$ cat src/rtl/gfs_pkg.sv
package gfs_pkg;
  typedef enum logic [1:0] {
    LO_OFF  = 2'b00,
    LO_ON   = 2'b01,
    LO_SOFT = 2'b10
  } loMode_e;

  // control -> datapath
  typedef struct packed {
    logic pulseStart;
  } ctlStrobe_t;

  // datapath -> control
  typedef struct packed {
    logic scHit;
    logic scQual;
    logic uvLoHit;
    logic uvLoBlock;
    logic uvHiBlock;
    logic pulseActive;
  } dpStatus_t;
endpackage

$ cat src/rtl/gfs_persist.sv
module gfs_persist #(
  parameter int THRESH = 30
) (
  input  logic clk,
  input  logic rstN,
  input  logic raw,
  output logic qual,
  output logic hit
);
  localparam int W = $clog2(THRESH + 1);
  localparam logic [W-1:0] LIM  = W'(THRESH);
  localparam logic [W-1:0] LIM1 = W'(THRESH - 1);

  logic [W-1:0] cnt;
  logic hitQ;

  always_ff @(posedge clk or negedge rstN) begin
    if (!rstN) begin
      cnt  <= '0;
      hitQ <= 1'b0;
    end else begin
      hitQ <= 1'b0;
      if (!raw) begin
        cnt <= '0;
      end else if (cnt != LIM) begin
        cnt <= cnt + 1'b1;
        if (cnt == LIM1) hitQ <= 1'b1;
      end
    end
  end

  assign qual = (cnt == LIM);
  assign hit  = hitQ;
endmodule

$ cat src/rtl/gfs_uvlock.sv
module gfs_uvlock #(
  parameter int THRESH = 1600
) (
  input  logic clk,
  input  logic rstN,
  input  logic assertRaw,
  input  logic releaseRaw,
  output logic block,
  output logic hit
);
  logic qual;
  logic hitInt;
  logic blockQ;

  gfs_persist #(.THRESH(THRESH)) uFilt (
    .clk (clk),
    .rstN(rstN),
    .raw (assertRaw),
    .qual(qual),
    .hit (hitInt)
  );

  always_ff @(posedge clk or negedge rstN) begin
    if (!rstN)                          blockQ <= 1'b1;
    else if (hitInt)                    blockQ <= 1'b1;
    else if (releaseRaw && !assertRaw)  blockQ <= 1'b0;
  end

  assign block = blockQ | qual;
  assign hit   = hitInt;
endmodule

$ cat src/rtl/gfs_datapath.sv
module gfs_datapath
  import gfs_pkg::*;
#(
  parameter int SC_FILT_CYC = 30,
  parameter int UV_FILT_CYC = 1600,
  parameter int PULSE_CYC   = 10000
) (
  input  logic       clk,
  input  logic       rstN,
  input  logic       scDet,
  input  logic [1:0] uvAssert,   // [0] low side, [1] high side
  input  logic [1:0] uvRelease,
  input  ctlStrobe_t strobe,
  output dpStatus_t  status
);
  localparam int PW = $clog2(PULSE_CYC + 1);
  localparam logic [PW-1:0] PLAST = PW'(PULSE_CYC - 1);

  logic scQual, scHit;
  logic [1:0] uvBlock, uvHit;
  logic [PW-1:0] pulseCnt;
  logic pulseActive;

  gfs_persist #(.THRESH(SC_FILT_CYC)) uScFilt (
    .clk (clk),
    .rstN(rstN),
    .raw (scDet),
    .qual(scQual),
    .hit (scHit)
  );

  for (genvar g = 0; g < 2; g++) begin : gUv
    gfs_uvlock #(.THRESH(UV_FILT_CYC)) uLock (
      .clk       (clk),
      .rstN      (rstN),
      .assertRaw (uvAssert[g]),
      .releaseRaw(uvRelease[g]),
      .block     (uvBlock[g]),
      .hit       (uvHit[g])
    );
  end

  always_ff @(posedge clk or negedge rstN) begin
    if (!rstN) begin
      pulseActive <= 1'b0;
      pulseCnt    <= '0;
    end else if (strobe.pulseStart && !pulseActive) begin
      pulseActive <= 1'b1;
      pulseCnt    <= '0;
    end else if (pulseActive) begin
      if (pulseCnt == PLAST) pulseActive <= 1'b0;
      else                   pulseCnt    <= pulseCnt + 1'b1;
    end
  end

  always_comb begin
    status.scHit       = scHit;
    status.scQual      = scQual;
    status.uvLoHit     = uvHit[0];
    status.uvLoBlock   = uvBlock[0];
    status.uvHiBlock   = uvBlock[1];
    status.pulseActive = pulseActive;
  end
endmodule

$ cat src/rtl/gfs_control.sv
module gfs_control
  import gfs_pkg::*;
(
  input  logic       clk,
  input  logic       rstN,
  input  dpStatus_t  status,
  input  logic       shutdownN,
  input  logic       faultInN,
  input  logic       loCmd,
  input  logic       hiCmd,
  output ctlStrobe_t strobe,
  output logic [1:0] loMode,
  output logic       hiGate
);
  logic sdSeen, tripped, softReq;
  logic sdActive, sdEdge, extFault, startEvt, softEvt;
  logic hardNow, effTrip, effSoft, causeLive, clearOk;
  loMode_e loNext, loQ;
  logic hiNext, hiQ;

  always_comb begin
    sdActive  = !shutdownN;
    sdEdge    = sdActive && !sdSeen;
    extFault  = !faultInN && !status.pulseActive;
    softEvt   = status.scHit || status.uvLoHit;
    startEvt  = softEvt || sdEdge;
    hardNow   = sdActive || extFault;
    effTrip   = tripped || startEvt || extFault;
    effSoft   = softReq || softEvt;
    causeLive = status.scQual || status.uvLoBlock || sdActive || extFault;
    clearOk   = tripped && !status.pulseActive && !causeLive && !loCmd;
    strobe.pulseStart = startEvt && !status.pulseActive;

    if (hardNow)               loNext = LO_OFF;
    else if (effTrip)          loNext = (effSoft && loCmd) ? LO_SOFT : LO_OFF;
    else if (status.uvLoBlock) loNext = LO_OFF;
    else                       loNext = loCmd ? LO_ON : LO_OFF;

    hiNext = hiCmd && !effTrip && !hardNow && !status.uvHiBlock && !status.uvLoBlock;
  end

  always_ff @(posedge clk or negedge rstN) begin
    if (!rstN) begin
      sdSeen  <= 1'b0;
      tripped <= 1'b0;
      softReq <= 1'b0;
      loQ     <= LO_OFF;
      hiQ     <= 1'b0;
    end else begin
      sdSeen <= sdActive;
      if (startEvt || extFault) tripped <= 1'b1;
      else if (clearOk)         tripped <= 1'b0;
      if (softEvt)                   softReq <= 1'b1;
      else if (!loCmd || clearOk)    softReq <= 1'b0;
      loQ <= loNext;
      hiQ <= hiNext;
    end
  end

  assign loMode = loQ;
  assign hiGate = hiQ;
endmodule

$ cat src/rtl/gate_fault_seq.sv
module gate_fault_seq
  import gfs_pkg::*;
#(
  parameter int SC_FILT_CYC = 30,
  parameter int UV_FILT_CYC = 1600,
  parameter int PULSE_CYC   = 10000
) (
  input  logic       clk,
  input  logic       rstN,
  input  logic       scDet,
  input  logic       uvLoAssert,
  input  logic       uvLoRelease,
  input  logic       uvHiAssert,
  input  logic       uvHiRelease,
  input  logic       shutdownN,
  input  logic       faultInN,
  input  logic       loCmd,
  input  logic       hiCmd,
  output logic       faultPull,
  output logic [1:0] loMode,
  output logic       hiGate
);
  ctlStrobe_t strobe;
  dpStatus_t  status;

  gfs_datapath #(
    .SC_FILT_CYC(SC_FILT_CYC),
    .UV_FILT_CYC(UV_FILT_CYC),
    .PULSE_CYC  (PULSE_CYC)
  ) uDp (
    .clk      (clk),
    .rstN     (rstN),
    .scDet    (scDet),
    .uvAssert ({uvHiAssert, uvLoAssert}),
    .uvRelease({uvHiRelease, uvLoRelease}),
    .strobe   (strobe),
    .status   (status)
  );

  gfs_control uCtl (
    .clk      (clk),
    .rstN     (rstN),
    .status   (status),
    .shutdownN(shutdownN),
    .faultInN (faultInN),
    .loCmd    (loCmd),
    .hiCmd    (hiCmd),
    .strobe   (strobe),
    .loMode   (loMode),
    .hiGate   (hiGate)
  );

  assign faultPull = status.pulseActive;
endmodule

$ cat config.mk
export PLATFORM = sky130hd
export DESIGN_NAME = gate_fault_seq
export DESIGN_NICKNAME = d
export VERILOG_FILES = /design/src/rtl/gfs_pkg.sv /design/src/rtl/gfs_persist.sv /design/src/rtl/gfs_uvlock.sv /design/src/rtl/gfs_datapath.sv /design/src/rtl/gfs_control.sv /design/src/rtl/gate_fault_seq.sv
export SDC_FILE = /design/constraint.sdc
export NUM_CORES = 1
export LEC_CHECK = 0
export BUFFER_PORTS_ARGS = -buffer_cell sky130_fd_sc_hd__buf_2
export CAP_MARGIN = 20
export CORE_UTILIZATION = 40
export DETAILED_ROUTE_END_ITERATION = 16
export SLEW_MARGIN = 20
export SYNTH_ARGS = -nofsm -noshare
export SYNTH_HDL_FRONTEND = slang
export SYNTH_SLANG_ARGS = --single-unit
$ cat constraint.sdc
create_clock -name clk -period 1.8 [get_ports clk]
set_input_delay 0.36 -clock clk [delete_from_list [all_inputs] [get_ports clk]]
set_output_delay 0.36 -clock clk [all_outputs]
set_load 0.005 [all_outputs]
# Word-level counts from Yosys, hierarchy flattened
# Cells that the tools add are included.
[word_totals] wordCells=112 reg_bits=53
[classes] n_eq_ne=14 addsub=4 muxes=34 n_reduce_logical=43 bitwise=2
[op_table] operator="$eq A11 B11 Y1 const B" count=4
[op_table] operator="$mux W11" count=4
[op_table] operator="$mux W14" count=3
[op_table] operator="$add A11 B1 Y11 const B" count=2
[op_table] operator="$ne A11 B11 Y1 const B" count=2
[op_table] operator="$mux W1" count=21
[op_table] operator="$add A14 B1 Y14 const B" count=1
[op_table] operator="$eq A14 B14 Y1 const B" count=1
[op_table] operator="$logic_and A1 B1 Y1" count=14
[op_table] operator="$logic_not A1 Y1" count=12
[op_table] operator="$logic_or A1 B1 Y1" count=11
[op_table] operator="$eq A5 B5 Y1 const B" count=2
[op_table] operator="$mux W5" count=2
[op_table] operator="$reduce_bool A2 Y1" count=5
[op_table] operator="$mux W2" count=4
[op_table] operator="$ne A2 B1 Y1 const B" count=4
[op_table] operator="$add A5 B1 Y5 const B" count=1
[op_table] operator="$ne A5 B5 Y1 const B" count=1
[op_table] operator="$or A1 B1 Y1" count=2
[op_table] operator="$reduce_and A2 Y1" count=1

# Depth between registers and ports, before layout
# Gate-level depths: netlist of the first run.
[logic_depth] depth_word=11 mapped_depth=6 depth_no_buf=5

# Hierarchy
# From an unflattened synthesis of the first run, not the netlist that was laid out.
[hier_totals] cells_unflattened=284 area_unflattened_um2=2834.0
[by_module_without_submodules] mod="gfs_persist at uDp.gUv[0].uLock.uFilt ..." instances=2 cells_per_inst=65 area_per_inst_um2=631.9
[by_module_without_submodules] mod="gfs_datapath" instances=1 cells_per_inst=90 area_per_inst_um2=845.8
[by_module_without_submodules] mod="gfs_persist at uDp.uScFilt" instances=1 cells_per_inst=32 area_per_inst_um2=342.8
[by_module_without_submodules] mod="gfs_control" instances=1 cells_per_inst=24 area_per_inst_um2=289.0
[by_module_without_submodules] mod="gfs_uvlock" instances=2 cells_per_inst=4 area_per_inst_um2=46.3

# Worst setup path before layout of the first run
# No wires, ideal clock.
[synth_path] kind="register to register" start="register uDp.gUv[0].uLock.uFilt.hitQ" end="register uDp.pulseCnt[13]" t_arrival_ns=1.549 stages_incl_launch_ff=7 slack_ns=0.168 synth_period_minus_slack_ns=1.632 required_ns=1.717 setup_ns=0.083 path_cell_list="dfrtp_1 -> or2_1 -> buf_6 -> o21ba_1 -> buf_6 -> or4_1 -> o21ai_0"
[synth_between] elab_chain_cells=6 elab_cells_between_ends=8
[synth_rtl] element="start, declared" line_no="gfs_persist.sv:15" source="logic hitQ;"
[synth_rtl] element="start signal, assigned" line_no="gfs_persist.sv:20" source="hitQ <= 1'b0;"
[synth_rtl] element="start signal, assigned" line_no="gfs_persist.sv:22" source="hitQ <= 1'b0;"
[synth_rtl] element="start signal, assigned" line_no="gfs_persist.sv:27" source="if (cnt == LIM1) hitQ <= 1'b1;"
[synth_rtl] element="$logic_or A1 B1 Y1 (*)" line_no="gfs_control.sv:25" source="softEvt = status.scHit || status.uvLoHit;"
[synth_rtl] element="$logic_or A1 B1 Y1 (*)" line_no="gfs_control.sv:26" source="startEvt = softEvt || sdEdge;"
[synth_rtl] element="$logic_and A1 B1 Y1 (*)" line_no="gfs_control.sv:32" source="strobe.pulseStart = startEvt && !status.pulseActive;"
[synth_rtl] element="$logic_and A1 B1 Y1 (*)" line_no="gfs_datapath.sv:47" source="end else if (strobe.pulseStart && !pulseActive) begin"
[synth_rtl] element="$ne A2 B1 Y1 (no line) / $reduce_bool A2 Y1 (equally long branches)"
[synth_rtl] element="$reduce_and A2 Y1 (no line)"
[synth_rtl] element="end signal, assigned" line_no="gfs_datapath.sv:52" source="else pulseCnt <= pulseCnt + 1'b1;"
[synth_rtl] element="end, declared" line_no="gfs_datapath.sv:21" source="logic [PW-1:0] pulseCnt;"
# Every way passes the cells marked *; elsewhere a longest branch is shown, timed or not.
# A chain may end at the register's enable or synchronous reset.

# Worst setup path after layout of the first run
# Same ends and word-level chain as after synthesis.

==> results of run 1 <==
==> worst max-delay path, delay by kind of cell (launching register included) <==
family / cells / cell delay (ns)
flops: 1 / 0.39
compound gates: 2 / 0.30
simple gates: 2 / 0.79
==> final cells by class <==
class	count	area (µm²)
Clock inverter	2	15.0
Tap cell	77	96.3
Multi-Input combinational cell	181	1230
Sequential cell	53	1330
Inverter	7	26.3
Timing Repair Buffer	18	115
Fill cell	597	3470
Clock buffer	6	72.6
==> sequential cells by signal, summed over array words and instances (netlist names) <==
register,count
uDp.gUv.uLock.uFilt.hit,2
uDp.pulseActive,1
uDp.uScFilt.cnt,5
uDp.uScFilt.hit,1
uDp.pulseCnt,14
uCtl.sdSeen,1
uCtl.tripped,1
uDp.gUv.uLock.blockQ,2
uCtl.loMode,2
uCtl.softReq,1
uCtl.hiGate,1
uDp.gUv.uLock.uFilt.cnt,22
==> placed cells by master, fill, tap and decap left out, types with 9 or more instances in the layout <==
cell	synthesis	routed
nand4_1	14	14
nand2_1	17	17
xor2_1	11	11
buf_2	0	14
nor2_1	13	13
and2_1	19	19
nor3_1	9	9
xnor2_1	15	15
dfrtp_1	51	51
and3_1	10	10
nand3_1	10	10
==> per-stage QoR <==
| stage | cells | setup slack (ns) |
|---|---|---|
| floorplan | 249 | 0.168 |
| global placement | 335 | 0.253 |
| detailed placement | 335 | 0.267 |
| CTS | 344 | 0.236 |
| global route | 344 | 0.0982 |
| finish | 344 | 0.246 |
==> timing repair <==
| item | in CTS | in global routing |
|---|---|---|
| setup endpoints to repair | 0 | 0 |
| hold endpoints to repair | 1 | 0 |
| hold buffers | 1 | 0 |
==> power by group through the flow <==
stage          Sequential, µW  Combinational, µW  Clock [µW]
2_1_floorplan            1480                228           0
3_3_place_gp             1530                301           0
3_5_place_dp             1530                311           0
4_1_cts                  1510                312         706
5_1_grt                  1540                362         751
6_report                 1510                306         666
==> layer usage <==
layer | share of wire [%] | global-route usage [%]
met1 | 51 | 20.6
met2 | 44 | 22.2
met3 | 3.7 | 3.78
met4 | 1.4 | 5.80
met5 | 0 | 0
==> cell families (layout without fill, tap and decap cells) <==
logic type,Yosys count,in the layout
AO/OA/AOI/OAI,21,21
XOR/XNOR,26,26
adder cells (fa/ha/maj),8,8
buffers and inverters,15,33
flip-flops,53,53
multiplexers,6,6
AND/OR/NAND/NOR,120,120
==> worst paths after layout <==
kind                                            startpoint                            end  cells after the start
max in group asynchronous                             rstN        uDp.gUv[0].uLock.blockQ                      3
worst max register to register  uDp.gUv[0].uLock.uFilt.hit               uDp.pulseCnt[13]                      4
min in group asynchronous                             rstN  uDp.gUv[1].uLock.uFilt.cnt[7]                      2
worst max-delay path            uDp.gUv[0].uLock.uFilt.hit               uDp.pulseCnt[13]                      4
worst min register to register  uDp.gUv[1].uLock.uFilt.hit        uDp.gUv[1].uLock.blockQ                      1
worst min-delay path                             shutdownN                    uCtl.sdSeen                      2
==> cells in the mapped netlist, types with 2 or more instances <==
| cell | count | area share (%) |
|---|---|---|
| nor3b_1 | 3 | 0.86 |
| dfrtp_1 | 51 | 49 |
| nor4b_1 | 2 | 0.67 |
| xor2_1 | 11 | 3.7 |
| buf_6 | 2 | 0.86 |
| nand4_1 | 14 | 3.3 |
| nand2_1 | 17 | 2.4 |
| and4_1 | 4 | 1.3 |
| dfstp_2 | 2 | 2.0 |
| and2_1 | 19 | 4.5 |
| o21a_1 | 2 | 0.57 |
| nor2_1 | 13 | 1.9 |
| nor4bb_1 | 2 | 0.76 |
| nand3_1 | 10 | 1.9 |
| and3_1 | 10 | 2.4 |
| xnor2_1 | 15 | 5.0 |
| a21o_2 | 2 | 0.67 |
| nand2b_1 | 2 | 0.48 |
| a31oi_1 | 2 | 0.48 |
| and4b_1 | 5 | 1.9 |
| o21ai_0 | 7 | 1.3 |
| nor4_1 | 2 | 0.48 |
| nor3_1 | 9 | 1.7 |
| ha_1 | 8 | 3.8 |
| clkbuf_1 | 6 | 0.86 |
| inv_1 | 7 | 1.0 |
| mux2i_1 | 6 | 2.3 |
| a21oi_1 | 2 | 0.38 |
| nor2b_1 | 5 | 1.2 |
==> out/metrics.yaml, run 1 <==
detailed_routing:
  drt-vias-per-instance: 5.24
  first_pass_iters: 4
  avgRoutedWirePerCell_um: 13.2
  wirelength_mm: 4.55
  ant_nets: 0
  drc_errors: 0
  vias: 1803
  drt_iter0_markers: 30
clock_tree:
  post_cts_resized: 0
  post_cts_buffers: 0
  cts_sinks: 53
  cts_root_buf: "clkbuf_8"
  clock_path_buffers: 2
  htreeDepth: 2
  clk_latency_ns: 0.30
  path_clk_slew_ns: 0.09
  cts_inserted_buffers: 5
  cts_tree: "yes"
floorplanning:
  fp-row-count: 29
  core_um2: 6350
  dieArea_um2: 6900
  initial_core_util_pct: 41.4
  die_w_um: 83.1
  io_pins: 15
  die_h_um: 83.1
finish:
  areaGrowthSynthToFinish_pct: 9.66
  post-route-util_pct: 45.4
  design_area_um2: 2880
  diodes: 0
  final_layout_size_suffix_gt1_share_pct: 10.9
  nNetsFinal: 285
synth:
  synth_xor_area_share_pct: 8.66
  synth-adder-area-share_pct: 3.81
  ys_warn_count: 0
  synth-async-reset-ratio_pct: 100
  synth_edf_count: 0
  syn_inst: 249
  synth_nets: 268
  synth_top_family_by_area: "simple AND/OR/NAND/NOR gates"
  muxShareOfSynthArea_pct: 2.28
  netlist_area_um2: 2630
  ys_ff_latch: 53
  synth.distinct_cells: 38
  synth_compound_area_share_pct: 5.43
  synthSimpleGateAreaFrac_pct: 26.6
  seq_area_frac_synth_pct: 50.5
  synth_ff_type: "dfrtp_1"
  synth.avg_cell_area_um2: 10.6
setup_path:
  slowest_delay_ns: 0.49
  required_ns: 2.03
  worst_setup_path_end_kind: "flip-flop"
  path_cells: "or2_1 -> o21ba_1 -> or4_1 -> o21ai_0"
  path_class: "reg -> reg"
  crit_fanout: 6
  critical_path.slowest_cell: "or4_1"
  cp-start-kind: "flip-flop"
  timing.critical_path.arrival_ns: 1.79
  reg2reg_setup_slack_ns: 0.25
pwr:
  sw_frac_of_total_pct: 29.3
  share_seq_of_total_power_pct: 60.9
  vdd_ir_drop_max_uv: 426
  internal_power_uw: 1750
  switchingPower_uw: 727
  power.leakage_uw: 0.00138
  power.total_uw: 2480
  power_frac_clock_pct: 26.8
  p_comb_share_pct: 12.3
  p_per_area_nw_per_um2: 861
timing:
  skew_ns: 0.00374
  finalWorstPathRequiredPeriod_ns: 1.55
  hold_slack_ns: 0.234
  finalHoldViolCount: 0
  setup_viol: 0
  clock.fmax_ghz: 0.644
  min_period_over_period_pct: 86.3
  slew_violations: 0
  rsz0062_at_grt: "no"
  relSlewSlack_pct: 66.9
  worst_slew_pin_slew_ns: 0.495
  setup_tns_ns: 0
global_route:
  antenna_found_initial: 0
  grt_usage_pct: 14.8
  grt_pass1_vias: 1746
  grt_overflow: 0
  grt_pass1_wl_mm: 8.15
  grt_max_degree: 36
placement:
  place_area_um2: 2790
  place.gp.congestion: 0.783
  portBuffers: 14
  dp_hpwl_mm: 3.22
worst_hold_path:
  hp-class: "in -> reg"
status:
  status: "complete, no violations"
run:
  cap_viol_max_count: 0
Power figures use the tool's default switching activity.
==> run 2, diff against run 1 <==
- SYNTH_HIERARCHICAL: unset -> 1
==> out/metrics.yaml, run 2 <==
clock_tree:
  clk_latency_ns: 0.31  # was 0.30 ns
  cts_inserted_buffers: 5  # unchanged
  path_clk_slew_ns: 0.10  # was 0.09 ns
  cts_root_buf: "clkbuf_8"  # unchanged
  cts_tree: "yes"  # unchanged
  htreeDepth: 2  # unchanged
  cts_sinks: 53  # unchanged
  clock_path_buffers: 2  # unchanged
synth:
  synth.avg_cell_area_um2: 9.98  # was 10.6 µm²
  ys_ff_latch: 53  # unchanged
  ys_warn_count: 6  # was 0
  synth_top_area_share_pct: 45.0  # was 48.5%
  synth.area.top_cells: "dfrtp_1 (45%), ha_1 (4.0%), nand2_1 (4.0%)"  # was dfrtp_1 (49%), xnor2_1 (5.0%), and2_1 (4.5%)
  netlist_area_um2: 2830  # was 2630 µm²
  yosysMostFrequentCell: "dfrtp_1"  # unchanged
  syn_inst: 284  # was 249
  synth_edf_count: 0  # unchanged
  ys_top_cells_by_count: "dfrtp_1 (51), nand2_1 (30), nand3_1 (18)"  # was dfrtp_1 (51), and2_1 (19), nand2_1 (17)
  synth.distinct_cells: 54  # was 38
  synth_top_area_cell: "dfrtp_1"  # unchanged
  synth_nets: 304  # was 268
  synth-async-reset-ratio_pct: 100  # unchanged
  seq_area_frac_synth_pct: 46.9  # was 50.5%
  synth_ff_type: "dfrtp_1"  # unchanged
detailed_routing:
  first_pass_iters: 4  # unchanged
  drt-vias-per-instance: 5.20  # was 5.24
  wirelength_mm: 5.37  # was 4.55 mm
  vias: 2137  # was 1,803
  ant_nets: 0  # unchanged
  drt_iter0_markers: 171  # was 30
  avgRoutedWirePerCell_um: 13.1  # was 13.2 µm
  drc_errors: 0  # unchanged
pwr:
  power.leakage_uw: 0.00140  # was 0.00138 µW
  p_comb_share_pct: 6.4  # was 12.3%
  vdd_ir_drop_max_uv: 429  # was 426 µV
  p_per_area_nw_per_um2: 652  # was 861 nW/µm²
  internal_power_uw: 1580  # was 1750 µW
  power_frac_clock_pct: 35.1  # was 26.8%
  sw_frac_of_total_pct: 24.7  # was 29.3%
  switchingPower_uw: 519  # was 727 µW
  power.total_uw: 2100  # was 2480 µW
  share_seq_of_total_power_pct: 58.5  # was 60.9%
placement:
  portBuffers: 14  # unchanged
  place_area_um2: 3090  # was 2790 µm²
  place.gp.congestion: 0.766  # was 0.783
  dp.cells: 401  # was 335
  dp_hpwl_mm: 3.88  # was 3.22 mm
  dp_slack_ns: 0.0423  # was 0.267 ns
timing:
  clock.fmax_ghz: 0.573  # was 0.644 GHz
  finalHoldViolCount: 0  # unchanged
  setup_slack_ns: 0.0549  # was 0.246 ns
  min_period_over_period_pct: 96.9  # was 86.3%
  setup_viol: 0  # unchanged
  finalWorstPathRequiredPeriod_ns: 1.75  # was 1.55 ns
  skew_ns: 0.0119  # was 0.00374 ns
  worst_slew_pin_slew_ns: 0.417  # was 0.495 ns
  relSlewSlack_pct: 72.2  # was 66.9%
  slew_violations: 0  # unchanged
setup_path:
  required_ns: 2.00  # was 2.03 ns
  crit_family: "simple AND/OR/NAND/NOR gates"  # unchanged
  crit_buf_inv: 1  # was 0
  cp-start-kind: "flip-flop"  # unchanged
  path_cells: "or3b_2 -> nor4_4 -> buf_4 -> xor2_1 -> o21ai_1"  # was or2_1 -> o21ba_1 -> or4_1 -> o21ai_0
  cp_num_cells: 5  # was 4
  worst_setup_path_end_kind: "flip-flop"  # unchanged
  timing.critical_path.arrival_ns: 1.95  # was 1.79 ns
  critical_path.slowest_cell: "or3b_2"  # was or4_1
  path_class: "reg -> reg"  # unchanged
  crit_fanout: 6  # unchanged
  slowest_delay_ns: 0.53  # was 0.49 ns
  r2r_cells: 5  # was 4
run:
  cap_viol_max_count: 0  # unchanged
worst_hold_path:
  hp-class: "in -> reg"  # unchanged
  min_path_cells: 2  # unchanged
global_route:
  grt_pass1_wl_mm: 9.74  # was 8.15 mm
  grt_overflow: 0  # unchanged
  grt_max_degree: 38  # was 36
  grt_pass1_vias: 2099  # was 1,746
  antenna_found_initial: 0  # unchanged
  grt_usage_pct: 16.4  # was 14.8%
finish:
  largest_reg_flops: 22  # unchanged
  largest-register: "uDp/gUv.uLock/uFilt/cnt"  # was uDp.gUv.uLock.uFilt.cnt
  areaGrowthSynthToFinish_pct: 13.6  # was 9.66%
  reg.largest.list: "uDp/gUv.uLock/uFilt/cnt: 22 flops, uDp/pulseCnt: 14 flops, uDp/uScFilt/cnt: 5 flops"  # was uDp.gUv.uLock.uFilt.cnt: 22 flops, uDp.pulseCnt: 14 flops, uDp.uScFilt.cnt: 5 flops
  final_layout_size_suffix_gt1_share_pct: 18.1  # was 10.9%
  final_cell_mix: "dfrtp_1 (51), nand2_1 (30), nand3_1 (18)"  # was dfrtp_1 (51), and2_1 (19), nand2_1 (17)
  seq_area_um2: 1330  # unchanged
  stdcell_count: 411  # was 344
  multi_input_area_um2: 1390  # was 1230 µm²
  post-route-util_pct: 47.1  # was 45.4%
  diodes: 0  # unchanged
  nNetsFinal: 334  # was 285
  design_area_um2: 3220  # was 2880 µm²
  final_common_cell: "dfrtp_1"  # unchanged
  fillCellCount: 696  # was 597
status:
  status: "complete, no violations"  # unchanged
floorplanning:
  io_pins: 15  # unchanged
  dieArea_um2: 7430  # was 6900 µm²
  initial_core_util_pct: 41.5  # was 41.4%
  core_um2: 6830  # was 6350 µm²
  fp-row-count: 30  # was 29
  die_h_um: 86.2  # was 83.1 µm
  die_w_um: 86.2  # was 83.1 µm
## run 2: area by class of cell
class	instances	area share, %
Clock buffer	6	2.57
Clock inverter	2	0.544
Inverter	19	2.25
Multi-Input combinational cell	204	43.0
Sequential cell	53	41.3
Tap cell	96	3.73
Timing Repair Buffer	31	6.61
## run 2: kinds of logic (layout without fill, tap and decap cells)
kind of cell	count (synthesis)	after routing	share of synthesized area, %
mux	10	10	3.53
simple gates	127	127	26.6
fa+ha+maj	9	9	3.97
flops	53	53	46.9
compound gates	48	48	11.4
buf+inv	27	58	4.50
xor+xnor	10	10	3.09
## run 2: what timing repair did
item | 4_1_cts | 5_1_grt
gates resized for setup | 0 | 1
hold endpoints to repair | 15 | 0
hold buffers | 1 | 0
setup endpoints to repair | 0 | 5
buffers inserted | 0 | 1
## run 2: per-stage QoR
step                hold WS [ns]   TNS, ns
finish                     0.239         0
global route               0.246  -0.00645
CTS                        0.236         0
detailed placement         0.314         0
global placement           0.317         0
floorplan                 0.0644         0
## run 2: power by group through the flow
stage	clock network, µW	registers [µW]	logic [µW]
detailed placement	0	1250	135
global placement	0	1250	133
CTS	769	1230	137
global route	810	1230	158
floorplan	0	1250	58.9
finish	737	1230	133
## run 2: routing by layer
layer / wire, µm / vias up / GRT usage, % / share of wire [%]
li1: - / 1094 / - / -
met3: 138 / 5 / 3.14 / 2.6
met4: 63 / 0 / 5.15 / 1.2
met5: 0 / - / 0 / 0
met2: 2460 / 24 / 26.0 / 46
met1: 2710 / 1014 / 22.6 / 50
## run 2: path summary, 6_finish.rpt
path | end | start | slack, ns
setup / recovery | uDp/pulseCnt[0] | uDp/pulseCnt[7] | 0.05
hold / removal | uCtl/sdSeen | shutdownN | 0.24
setup reg to reg | uDp/pulseCnt[0] | uDp/pulseCnt[7] | 0.05
hold reg to reg | uDp/gUv[1].uLock/blockQ | uDp/gUv[1].uLock/uFilt/hit | 0.43
max in group asynchronous | uDp/gUv[1].uLock/blockQ | rstN | 0.71
min in group asynchronous | uDp/gUv[0].uLock/uFilt/hit | rstN | 0.50
==> run 3, diff against run 2 <==
- CORE_MARGIN: unset -> 2
- PLACE_DENSITY: unset -> 0.65
==> out/metrics.yaml, run 3 (synthesis gave the netlist of run 2 again) <==
floorplanning:
  die_w_um: 88.2  # was 86.2 µm
  fp-row-count: 30  # unchanged
  initial_core_util_pct: 41.5  # unchanged
  dieArea_um2: 7770  # was 7430 µm²
  io_pins: 15  # unchanged
  die_h_um: 88.2  # was 86.2 µm
  core_um2: 6830  # unchanged
setup_path:
  timing.critical_path.arrival_ns: 1.86  # was 1.95 ns
  path_cells: "inv_1 -> ha_2 -> nand4bb_1 -> nor4_2 -> or2_2 -> nand2b_4 -> o41ai_2 -> nand2b_1"  # was or3b_2 -> nor4_4 -> buf_4 -> xor2_1 -> o21ai_1
  cp-start-kind: "flip-flop"  # unchanged
  worst_setup_path_end_kind: "flip-flop"  # unchanged
  crit_buf_inv: 1  # unchanged
  crit_family: "simple AND/OR/NAND/NOR gates"  # unchanged
  r2r-end: "uCtl/tripped"  # was uDp/pulseCnt[0]
  path_class: "reg -> reg"  # unchanged
  slowest_delay_ns: 0.36  # was 0.53 ns
  rr_startpoint: "uDp/gUv[0].uLock/uFilt/cnt[0]"  # was uDp/pulseCnt[7]
  required_ns: 1.99  # was 2.00 ns
  reg2reg_setup_slack_ns: 0.12  # was 0.05 ns
  critical_path.slowest_cell: "dfrtp_1"  # was or3b_2
  crit_fanout: 2  # was 6
  crit_path_end: "uCtl/tripped"  # was uDp/pulseCnt[0]
  cp_num_cells: 8  # was 5
  critPathLaunch: "uDp/gUv[0].uLock/uFilt/cnt[0]"  # was uDp/pulseCnt[7]
  r2r_cells: 8  # was 5
clock_tree:
  cts_hold_buffers: 0  # was 1
  cts_sinks: 53  # unchanged
  htreeDepth: 2  # unchanged
  clock_path_buffers: 2  # unchanged
  cts_root_buf: "clkbuf_8"  # unchanged
  clk_latency_ns: 0.31  # about the same
  cts_tree: "yes"  # unchanged
  path_clk_slew_ns: 0.09  # was 0.10 ns
  cts_inserted_buffers: 5  # unchanged
timing:
  skew_ns: 0.00908  # was 0.0119 ns
  finalWorstPathRequiredPeriod_ns: 1.68  # was 1.75 ns
  clock.fmax_ghz: 0.597  # was 0.573 GHz
  slew_violations: 0  # unchanged
  setup_tns_ns: 0  # unchanged
  min_period_over_period_pct: 93.1  # was 96.9%
  relSlewSlack_pct: 69.1  # was 72.2%
  setup_viol: 0  # unchanged
  worst_slew_pin_slew_ns: 0.458  # was 0.417 ns
  rsz0062_at_grt: "no"
  finalHoldViolCount: 0  # unchanged
finish:
  post-route-util_pct: 47.2  # was 47.1%
  largest_reg_flops: 22  # unchanged
  largest-register: "uDp/gUv.uLock/uFilt/cnt"  # unchanged
  final_common_cell: "dfrtp_1"  # unchanged
  nNetsFinal: 336  # was 334
  final_cell_mix: "dfrtp_1 (51), nand2_1 (30), buf_4 (18), nand3_1 (18), a21oi_1 (17)"  # was dfrtp_1 (51), nand2_1 (30), nand3_1 (18)
  diodes: 0  # unchanged
  reg.largest.list: "uDp/gUv.uLock/uFilt/cnt: 22 flops, uDp/pulseCnt: 14 flops, uDp/uScFilt/cnt: 5 flops"  # unchanged
  areaGrowthSynthToFinish_pct: 13.7  # was 13.6%
  final_layout_size_suffix_gt1_share_pct: 19.0  # was 18.1%
global_route:
  grt_overflow: 0  # unchanged
  antenna_found_initial: 0  # unchanged
  grt_usage_pct: 15.2  # was 16.4%
  grt_pass1_vias: 2118  # was 2,099
  grt_max_degree: 54  # was 38
  grt_pass1_wl_mm: 9.41  # was 9.74 mm
detailed_routing:
  drc_errors: 0  # unchanged
  first_pass_iters: 4  # unchanged
  drt-vias-per-instance: 5.26  # was 5.20
  vias: 2166  # was 2,137
  avgRoutedWirePerCell_um: 12.8  # was 13.1 µm
  ant_nets: 0  # unchanged
  drt_iter0_markers: 122  # was 171
  wirelength_mm: 5.29  # was 5.37 mm
placement:
  portBuffers: 14  # unchanged
  dp_hpwl_mm: 3.73  # was 3.88 mm
  place.gp.congestion: 0.794  # was 0.766
worst_hold_path:
  hp-class: "in -> async"  # was in -> reg
pwr:
  vdd_ir_drop_max_uv: 352  # was 429 µV
  power.leakage_uw: 0.00140  # about the same
  power.total_uw: 1990  # was 2100 µW
  p_per_area_nw_per_um2: 619  # was 652 nW/µm²
status:
  status: "complete, no violations"  # unchanged
run:
  cap_viol_max_count: 0  # unchanged
[run 3: changes by cell type in the layout (fill, tap and decap cells not counted)]
cell and change:
clkinv_4 -1, or3b_2 -1, nand2b_1 -1, clkinv_2 +1, ha_1 -1, ha_2 +1
nand2b_4 +1, inv_6 -1, clkbuf_8 -1, dlygate4sd3_1 -1, or3b_4 +1, clkbuf_1 +1
buf_4 +3
[run 3: power by group]
part	switching [µW]	total, µW	internal, µW
combinational	83.3	139	55.4
sequential	20.6	1230	1210
clock	362	627	265
total	466	1990	1530
[run 3: worst min-delay path by stage]
stage	end	slack [ns]
final	uDp/pulseCnt[1]	0.03
after global routing	uDp/pulseCnt[1]	0.05
after floorplan	uCtl/hiGate	0.06
after global placement	uDp/pulseCnt[6]	0.38
after CTS	uDp/pulseCnt[1]	0.04
after detailed placement	uDp/pulseCnt[6]	0.37
[run 3: metrics by stage]
| stage | area [µm²] | hold slack (ns) | setup slack [ns] | cells |
|---|---|---|---|---|
| 6_report | 3220 | 0.0294 | 0.125 | 412 |
| 4_1_cts | 3170 | 0.0435 | 0.0404 | 408 |
| 2_1_floorplan | 2830 | 0.0644 | 0.0786 | 284 |
| 3_3_place_gp | 3090 | 0.380 | 0.0606 | 401 |
| 3_5_place_dp | 3090 | 0.375 | 0.0539 | 401 |
| 5_1_grt | 3220 | 0.0488 | 0.00496 | 412 |
[run 3: cell type report]
class	instances	area (µm²)
flip-flops and latches	53	1330
well taps	96	120
inverters	19	72.6
multi-input cells	204	1400
clock inverters	1	5.00
fillers	655	3610
clock buffers	6	72.6
repair buffers	33	225
[run 3: routing by layer]
layer	track usage, %	vias to the layer above	wire length [µm]
met4	3.72	0	55
met3	3.39	6	198
met1	20.3	1030	2520
met5	0	-	0
met2	25.1	38	2510
li1	-	1092	-
[run 3: worst register-to-register path, stage by stage, from the launching register on]
cell       delay, ns
dfrtp_1         0.36
inv_1           0.06
ha_2            0.17
nand4bb_1       0.13
nor4_2          0.06
or2_2           0.29
nand2b_4        0.14
o41ai_2         0.26
nand2b_1        0.09
[run 3: timing repair]
item | 4_1_cts | 5_1_grt
resized for setup | 0 | 5
setup buffers | 0 | 4
endpoints found under the setup margin | 0 | 4
